`src/rtl/ptr_agu_pkg.sv`:
```
package ptr_agu_pkg;

  typedef enum logic [2:0] {
    OP_PLAIN   = 3'd0,
    OP_POSTINC = 3'd1,
    OP_PREDEC  = 3'd2,
    OP_DISP    = 3'd3,
    OP_WADD    = 3'd4,
    OP_WSUB    = 3'd5,
    OP_RSV6    = 3'd6,
    OP_RSV7    = 3'd7
  } ptr_op_e;

  typedef enum logic [1:0] {
    PH_IDLE = 2'd0,
    PH_ADDR = 2'd1,
    PH_DONE = 2'd2
  } ptr_phase_e;

  localparam logic [1:0] SEL_X    = 2'd0;
  localparam logic [1:0] SEL_Y    = 2'd1;
  localparam logic [1:0] SEL_Z    = 2'd2;
  localparam logic [1:0] SEL_PAIR = 2'd3;

endpackage

```
`src/rtl/ptr_rst_sync.sv`:
```
module ptr_rst_sync #(
  parameter int STAGES = 2
) (
  input  logic clk,
  input  logic rst_n,
  output logic rst_n_sync
);
  logic [STAGES-1:0] sync_q;

  always_ff @(posedge clk or negedge rst_n) begin
    if (!rst_n) sync_q <= '0;
    else        sync_q <= {sync_q[STAGES-2:0], 1'b1};
  end

  assign rst_n_sync = sync_q[STAGES-1];
endmodule

```
`src/rtl/ptr_addr_calc.sv`:
```
module ptr_addr_calc
  import ptr_agu_pkg::*;
#(
  parameter int AW   = 16,
  parameter int OFFW = 6
) (
  input  ptr_op_e         op,
  input  logic [1:0]      sel,
  input  logic [AW-1:0]   ptr,
  input  logic [OFFW-1:0] off,
  output logic [AW-1:0]   eff_addr,
  output logic [AW-1:0]   next_ptr,
  output logic            access_ok,
  output logic            ptr_update
);
  localparam int PADW = AW - OFFW;

  logic [AW-1:0] ptr_inc, ptr_dec, ptr_disp;
  logic          sel_valid, sel_disp_ok;

  assign ptr_inc     = ptr + AW'(1);
  assign ptr_dec     = ptr - AW'(1);
  assign ptr_disp    = ptr + {{PADW{1'b0}}, off};
  assign sel_valid   = (sel != SEL_PAIR);
  assign sel_disp_ok = (sel == SEL_Y) || (sel == SEL_Z);

  always_comb begin
    eff_addr   = ptr;
    next_ptr   = ptr;
    access_ok  = 1'b0;
    ptr_update = 1'b0;
    unique case (op)
      OP_PLAIN:   access_ok = sel_valid;
      OP_POSTINC: begin
        access_ok  = sel_valid;
        next_ptr   = ptr_inc;
        ptr_update = 1'b1;
      end
      OP_PREDEC:  begin
        access_ok  = sel_valid;
        eff_addr   = ptr_dec;
        next_ptr   = ptr_dec;
        ptr_update = 1'b1;
      end
      OP_DISP:    begin
        access_ok = sel_disp_ok;
        eff_addr  = ptr_disp;
      end
      default:    access_ok = 1'b0;
    endcase
  end
endmodule

```
`src/rtl/ptr_word_alu.sv`:
```
module ptr_word_alu #(
  parameter int AW   = 16,
  parameter int OFFW = 6
) (
  input  logic            sub,
  input  logic [AW-1:0]   a,
  input  logic [OFFW-1:0] k,
  output logic [AW-1:0]   res,
  output logic            z,
  output logic            c,
  output logic            n,
  output logic            v,
  output logic            s
);
  localparam int PADW = AW + 1 - OFFW;

  logic [AW:0] a_ext, k_ext, wide;

  assign a_ext = {1'b0, a};
  assign k_ext = {{PADW{1'b0}}, k};
  assign wide  = sub ? (a_ext - k_ext) : (a_ext + k_ext);
  assign res   = wide[AW-1:0];

  always_comb begin
    z = (res == '0);
    c = wide[AW];
    n = res[AW-1];
    if (sub) v = (a[AW-1] != k_ext[AW-1]) && (res[AW-1] != a[AW-1]);
    else     v = (a[AW-1] == k_ext[AW-1]) && (res[AW-1] != a[AW-1]);
    s = n ^ v;
  end
endmodule

```
`src/rtl/ptr_addr_gen.sv`:
```
module ptr_addr_gen
  import ptr_agu_pkg::*;
#(
  parameter int AW   = 16,
  parameter int OFFW = 6
) (
  input  logic            clk,
  input  logic            rst_n,
  input  logic            start,
  input  logic [2:0]      op,
  input  logic [1:0]      ptr_sel,
  input  logic [AW-1:0]   x_ptr,
  input  logic [AW-1:0]   y_ptr,
  input  logic [AW-1:0]   z_ptr,
  input  logic [AW-1:0]   pair_val,
  input  logic [OFFW-1:0] offset,
  output logic            busy,
  output logic            mem_req,
  output logic [AW-1:0]   mem_addr,
  output logic            wb_en,
  output logic [1:0]      wb_sel,
  output logic [AW-1:0]   wb_val,
  output logic            flag_we,
  output logic            flag_z,
  output logic            flag_c,
  output logic            flag_n,
  output logic            flag_v,
  output logic            flag_s
);
  logic rst_n_i;

  ptr_rst_sync #(.STAGES(2)) u_rst (
    .clk(clk), .rst_n(rst_n), .rst_n_sync(rst_n_i)
  );

  // request stage
  ptr_phase_e      phase_q, phase_d;
  ptr_op_e         op_q, op_in;
  logic [1:0]      sel_q;
  logic [AW-1:0]   opnd_q, opnd_d;
  logic [OFFW-1:0] off_q;
  logic            accept, in_addr, is_word, word_in;

  assign op_in   = ptr_op_e'(op);
  assign accept  = start && (phase_q == PH_IDLE);
  assign in_addr = (phase_q == PH_ADDR);
  assign word_in = (op_in == OP_WADD) || (op_in == OP_WSUB);
  assign is_word = (op_q == OP_WADD) || (op_q == OP_WSUB);

  always_comb begin
    if (word_in) opnd_d = pair_val;
    else begin
      unique case (ptr_sel)
        SEL_X:   opnd_d = x_ptr;
        SEL_Y:   opnd_d = y_ptr;
        SEL_Z:   opnd_d = z_ptr;
        default: opnd_d = '0;
      endcase
    end
  end

  always_comb begin
    unique case (phase_q)
      PH_IDLE: phase_d = accept ? PH_ADDR : PH_IDLE;
      PH_ADDR: phase_d = PH_DONE;
      default: phase_d = PH_IDLE;
    endcase
  end

  always_ff @(posedge clk or negedge rst_n_i) begin
    if (!rst_n_i) begin
      phase_q <= PH_IDLE;
      op_q    <= OP_PLAIN;
      sel_q   <= SEL_X;
      opnd_q  <= '0;
      off_q   <= '0;
    end else begin
      phase_q <= phase_d;
      if (accept) begin
        op_q   <= op_in;
        sel_q  <= ptr_sel;
        opnd_q <= opnd_d;
        off_q  <= offset;
      end
    end
  end

  // address and arithmetic
  logic [AW-1:0] eff_addr, next_ptr, alu_res;
  logic          access_ok, ptr_update;
  logic          a_z, a_c, a_n, a_v, a_s;

  ptr_addr_calc #(.AW(AW), .OFFW(OFFW)) u_calc (
    .op(op_q), .sel(sel_q), .ptr(opnd_q), .off(off_q),
    .eff_addr(eff_addr), .next_ptr(next_ptr),
    .access_ok(access_ok), .ptr_update(ptr_update)
  );

  ptr_word_alu #(.AW(AW), .OFFW(OFFW)) u_alu (
    .sub(op_q == OP_WSUB), .a(opnd_q), .k(off_q), .res(alu_res),
    .z(a_z), .c(a_c), .n(a_n), .v(a_v), .s(a_s)
  );

  // write-back stage
  logic          wb_en_q, wb_en_d, flag_we_q, flag_we_d;
  logic [1:0]    wb_sel_q, wb_sel_d;
  logic [AW-1:0] wb_val_q, wb_val_d;
  logic [4:0]    flags_q;

  assign wb_en_d   = in_addr && ((access_ok && ptr_update) || is_word);
  assign flag_we_d = in_addr && is_word;
  assign wb_val_d  = is_word ? alu_res : next_ptr;
  assign wb_sel_d  = is_word ? SEL_PAIR : sel_q;

  always_ff @(posedge clk or negedge rst_n_i) begin
    if (!rst_n_i) begin
      wb_en_q   <= 1'b0;
      flag_we_q <= 1'b0;
      wb_sel_q  <= SEL_X;
      wb_val_q  <= '0;
      flags_q   <= '0;
    end else begin
      wb_en_q   <= wb_en_d;
      flag_we_q <= flag_we_d;
      if (in_addr) begin
        wb_sel_q <= wb_sel_d;
        wb_val_q <= wb_val_d;
      end
      if (flag_we_d) flags_q <= {a_z, a_c, a_n, a_v, a_s};
    end
  end

  assign busy     = (phase_q != PH_IDLE);
  assign mem_req  = in_addr && access_ok;
  assign mem_addr = eff_addr;
  assign wb_en    = wb_en_q;
  assign wb_sel   = wb_sel_q;
  assign wb_val   = wb_val_q;
  assign flag_we  = flag_we_q;
  assign {flag_z, flag_c, flag_n, flag_v, flag_s} = flags_q;


  start_busy_chk: assert property (@(posedge clk) disable iff (!rst_n_i)
    (start && !busy) |=> busy);

  req_wb_excl_chk: assert property (@(posedge clk) disable iff (!rst_n_i)
    $onehot0({mem_req, wb_en}));

  postinc_wb_chk: assert property (@(posedge clk) disable iff (!rst_n_i)
    (mem_req && op_q == OP_POSTINC) |=> (wb_en && wb_val == AW'($past(mem_addr) + AW'(1))));

  predec_wb_chk: assert property (@(posedge clk) disable iff (!rst_n_i)
    (mem_req && op_q == OP_PREDEC) |=> (wb_en && wb_val == $past(mem_addr)));

  no_wb_chk: assert property (@(posedge clk) disable iff (!rst_n_i)
    (mem_req && (op_q == OP_PLAIN || op_q == OP_DISP)) |=> !wb_en);

  zero_flag_chk: assert property (@(posedge clk) disable iff (!rst_n_i)
    flag_we |-> (flag_z == (wb_val == '0)));
endmodule

```
`config.mk`:
```
export PLATFORM = sky130hd
export DESIGN_NAME = ptr_addr_gen
export DESIGN_NICKNAME = d
export VERILOG_FILES = /design/src/rtl/ptr_agu_pkg.sv /design/src/rtl/ptr_rst_sync.sv /design/src/rtl/ptr_addr_calc.sv /design/src/rtl/ptr_word_alu.sv /design/src/rtl/ptr_addr_gen.sv
export SDC_FILE = /design/constraint.sdc
export NUM_CORES = 1
export LEC_CHECK = 0
export CAP_MARGIN = 40
export CORE_MARGIN = 2
export CORE_UTILIZATION = 56
export CTS_CLUSTER_SIZE = 16
export DETAILED_ROUTE_END_ITERATION = 8
export PLACE_DENSITY = 0.92
export SLEW_MARGIN = 30
export SYNTH_ARGS = -nofsm -noshare
export SYNTH_HDL_FRONTEND = slang
export SYNTH_HIERARCHICAL = 1
export SYNTH_SLANG_ARGS = --single-unit
```
`constraint.sdc`:
```
create_clock -name clk -period 7.31 [get_ports clk]
set_input_delay 1.462 -clock clk [delete_from_list [all_inputs] [get_ports clk]]
set_output_delay 1.462 -clock clk [all_outputs]
set_load 0.01 [all_outputs]
```
==> out/summary.txt <==
Status = finished, final reports clean
Prevailing post-synth register cell = dfrtp_1
Setup violations, final = 0
Critical Path Fanout Max = 11
First-pass DRT Iterations = 5
Static Leak = 0.002876 µW
Comb pwr share = 0.614
MaxCap Viol Count = 0
Vias per cell = 6.322
Post-route ant nets = 0
RSZ-0062 raised after global routing = no
Number of flops mapped to enable cells by yosys = 0
I/O pin count = 121
H-tree lvl count = 2
Worst-Margin Slew = 812.0 ps
Worst slew margin = 0.4587
Met1 Use GR = 0.4427
Min Hold Slack = 373.6 ps
Die ar. = 10,380 µm²
Post-synth top area share = 0.2611
Placed instance count = 820
Initial Util = 0.5780
Async S/R FF share, synth = 1.000
# hold bufs at CTS = 0
Post-CTS resize count = 0
Synth cell types = 76
Seq/Total Area, Yosys = 0.2611
Critical Path RT = 5850 ps
Sequential Power Share = 0.271
Average wire per standard cell = 20.26 µm
GPL Wtd Cong = 0.9527
Peak supply drop = 0.2027 mV
Final hold vios = 0
Nets = 808
#FFs+latches synth = 56
CP Data Arrival Time = 3330 ps
GRT overflow = 0
Site Rows = 35
Post-CTS setup buffers = 0
Clk pwr share = 0.115
CTS tree = done
First-pass GRT wire length = 27,140 µm
Ant diodes = 0
Core ar. = 9284 µm²
Via count = 5,247
Fin. max-slew vios = 0
CTS clk-pin slew, worst paths = 100 ps
Die height = 101.9 µm
Initial antenna violation count = 0
Setup crit end kind = output port
Reg2Reg Setup Slack = 2980 ps
Startpoint Class = register
Share of post-route cells with drive strength above 1 = 0.08845
Synth Warn # = 6
R2R depth = 12
Fmax = 208.8 MHz
TNS Setup = 0 ps
Synthesized net count = 715
Die X = 101.9 µm
Clock buffer depth = 2
Worst hold stages = 0
Hold-critical path endpoint = u_rst/sync_q[1]
Sw Pwr = 948.7 µW
Switching Share = 0.4522
Mapped Cells = 607
Fin crit period = 4789 ps
Synthesized cell area = 5366 µm²
Min-Delay Startpoint = u_rst/sync_q[0]
GR Layer Usage met3 = 0.05609
End of the worst register-to-register path = flags_q[1]
PortBufs = 120
Vias in the first global route = 5,121
Pin count of the biggest net entering global routing = 55
Clock Skew = 9.140 ps
Clock insertion delay at the later pin of the skew report = 310 ps
Total GRT Usage = 0.3340
Iter 0 DRT Violations = 408
Worst r2r src = op_q[0]
Tcrit/Tclk final = 0.6551
Met2 usage = 0.5466
Synth area leader = dfrtp_1
Power density over the cells = 315.8 nW/µm²
Root buf cell = clkbuf_8
Post-Route WL = 16,820 µm
Syn avg cell area = 8.841 µm²
Cts bufs inserted = 5
Final HPWL DP = 13,340 µm
Hold/Removal Path Class = register to register
Area grow syn2layout = 23.78%
Overall power = 2098 µW
GRT busiest layer = met2
CP Class = register to output port
Residual DRC = 0
Clock sink total = 56
Top area cells in the synthesized netlist = dfrtp_1 26%, mux2i_1 6.7%, ha_1 6.5%
Fin cells = 830
Internal = 1149 µW
==> synth_stat cells (7+ instances only) <==
library cell,n
o2bb2ai_1,10
mux2_2,16
nor2b_1,9
a21o_1,9
nor3_1,20
nand3b_1,17
nand2b_1,11
dfrtp_1,56
clkbuf_1,18
o21ai_1,12
xnor2_1,23
inv_1,19
nand3_1,10
ha_1,28
o21ai_0,40
nand4_1,10
mux2i_1,36
xor2_1,11
nor2_1,29
o2bb2ai_2,7
a21oi_1,24
nor4_1,8
o211a_1,18
nand2_1,39
buf_2,10
a31oi_1,9
==> through the flow <==
stage          utilization  area (µm²)  setup WS (ps)
2_1_floorplan            -        5366           3320
3_3_place_gp        0.6982        6482           2866
3_5_place_dp        0.7000        6499           2728
4_1_cts             0.7143        6631           2548
5_1_grt             0.7155        6643           2223
6_report            0.7155        6643           2521
==> per-layer routing <==
metal	share of wire	routed length (µm)
met1	0.41	6818
met2	0.48	8073
met3	0.080	1338
met4	0.035	588
met5	0	0
==> cells by family (layout without fill, tap and decap cells) <==
kind of cell,after synthesis,count (layout),share of synthesized area
buffers and inverters,63,157,0.06691
flip-flops,56,56,0.2611
other,1,1,0.0006988
AO/OA/AOI/OAI,178,178,0.2374
multiplexers,53,53,0.1028
adder cells (fa/ha/maj),31,31,0.07484
XOR/XNOR,34,34,0.05549
AND/OR/NAND/NOR,191,191,0.2007
==> registers in the layout, summed over array words and instances, names as in the netlist <==
signal	count
opnd_q	16
wb_val	16
off_q	6
flags_q	5
op_q	3
phase_q	2
sel_q	2
u_rst/sync_q	2
wb_sel	2
flag_we	1
wb_en	1
==> cell type report <==
cell class              instances  area [µm²]
multi-input cells             488        3608
fillers                       753        2641
flip-flops and latches         56        1403
repair buffers                128        1256
well taps                     129       161.4
inverters                      21       81.33
clock buffers                   6       72.57
clock inverters                 2       60.06
==> power groups by stage <==
stage / Clock [µW] / Combinational, µW / Sequential, µW
floorplan: 0 / 854 / 517
global placement: 0 / 1220 / 562
detailed placement: 0 / 1260 / 571
CTS: 243 / 1270 / 563
global route: 256 / 1400 / 584
finish: 242 / 1290 / 568
==> worst max-delay path by stage <==
| stage | depth (start not counted) | startpoint | end |
|---|---|---|---|
| floorplan | 16 | op_q[1] | flags_q[0] |
| global placement | 13 | op_q[0] | flags_q[0] |
| detailed placement | 13 | op_q[0] | flags_q[1] |
| CTS | 6 | opnd_q[10] | mem_addr[15] |
| global route | 9 | opnd_q[0] | mem_addr[8] |
| finish | 6 | opnd_q[10] | mem_addr[15] |
==> worst max-delay path, cell delays in order, from the launching register on <==
cell and delay, ps:
dfrtp_1 570, or4_4 620, or3_1 420, or4_4 510, a21oi_2 160, xor2_1 170, clkdlybuf4s50_1 560
==> layout by cell type, fill, tap and decap left out, types with 5 or more instances in the layout <==
| cell | instances |
|---|---|
| o2bb2ai_2 | 7 |
| nor2_1 | 29 |
| nand3b_1 | 17 |
| xor2_1 | 11 |
| nand4_1 | 10 |
| nand2_1 | 39 |
| o22ai_1 | 6 |
| inv_1 | 19 |
| and3_1 | 5 |
| a31oi_1 | 9 |
| o21a_1 | 6 |
| mux2_2 | 16 |
| a211oi_1 | 5 |
| dfrtp_1 | 55 |
| nor3_1 | 20 |
| mux2i_1 | 36 |
| buf_4 | 5 |
| or2_2 | 5 |
| a21o_1 | 9 |
| or3_1 | 5 |
| o211a_1 | 18 |
| nand2b_1 | 10 |
| o2bb2ai_1 | 10 |
| xnor2_1 | 23 |
| a21oi_1 | 24 |
| clkdlybuf4s50_1 | 119 |
| o21ai_1 | 12 |
| nor2b_1 | 9 |
| nor4_1 | 8 |
| nand3_1 | 10 |
| o21ai_0 | 40 |
| ha_1 | 28 |
| clkbuf_8 | 5 |
(Power assumes the default switching activity.)
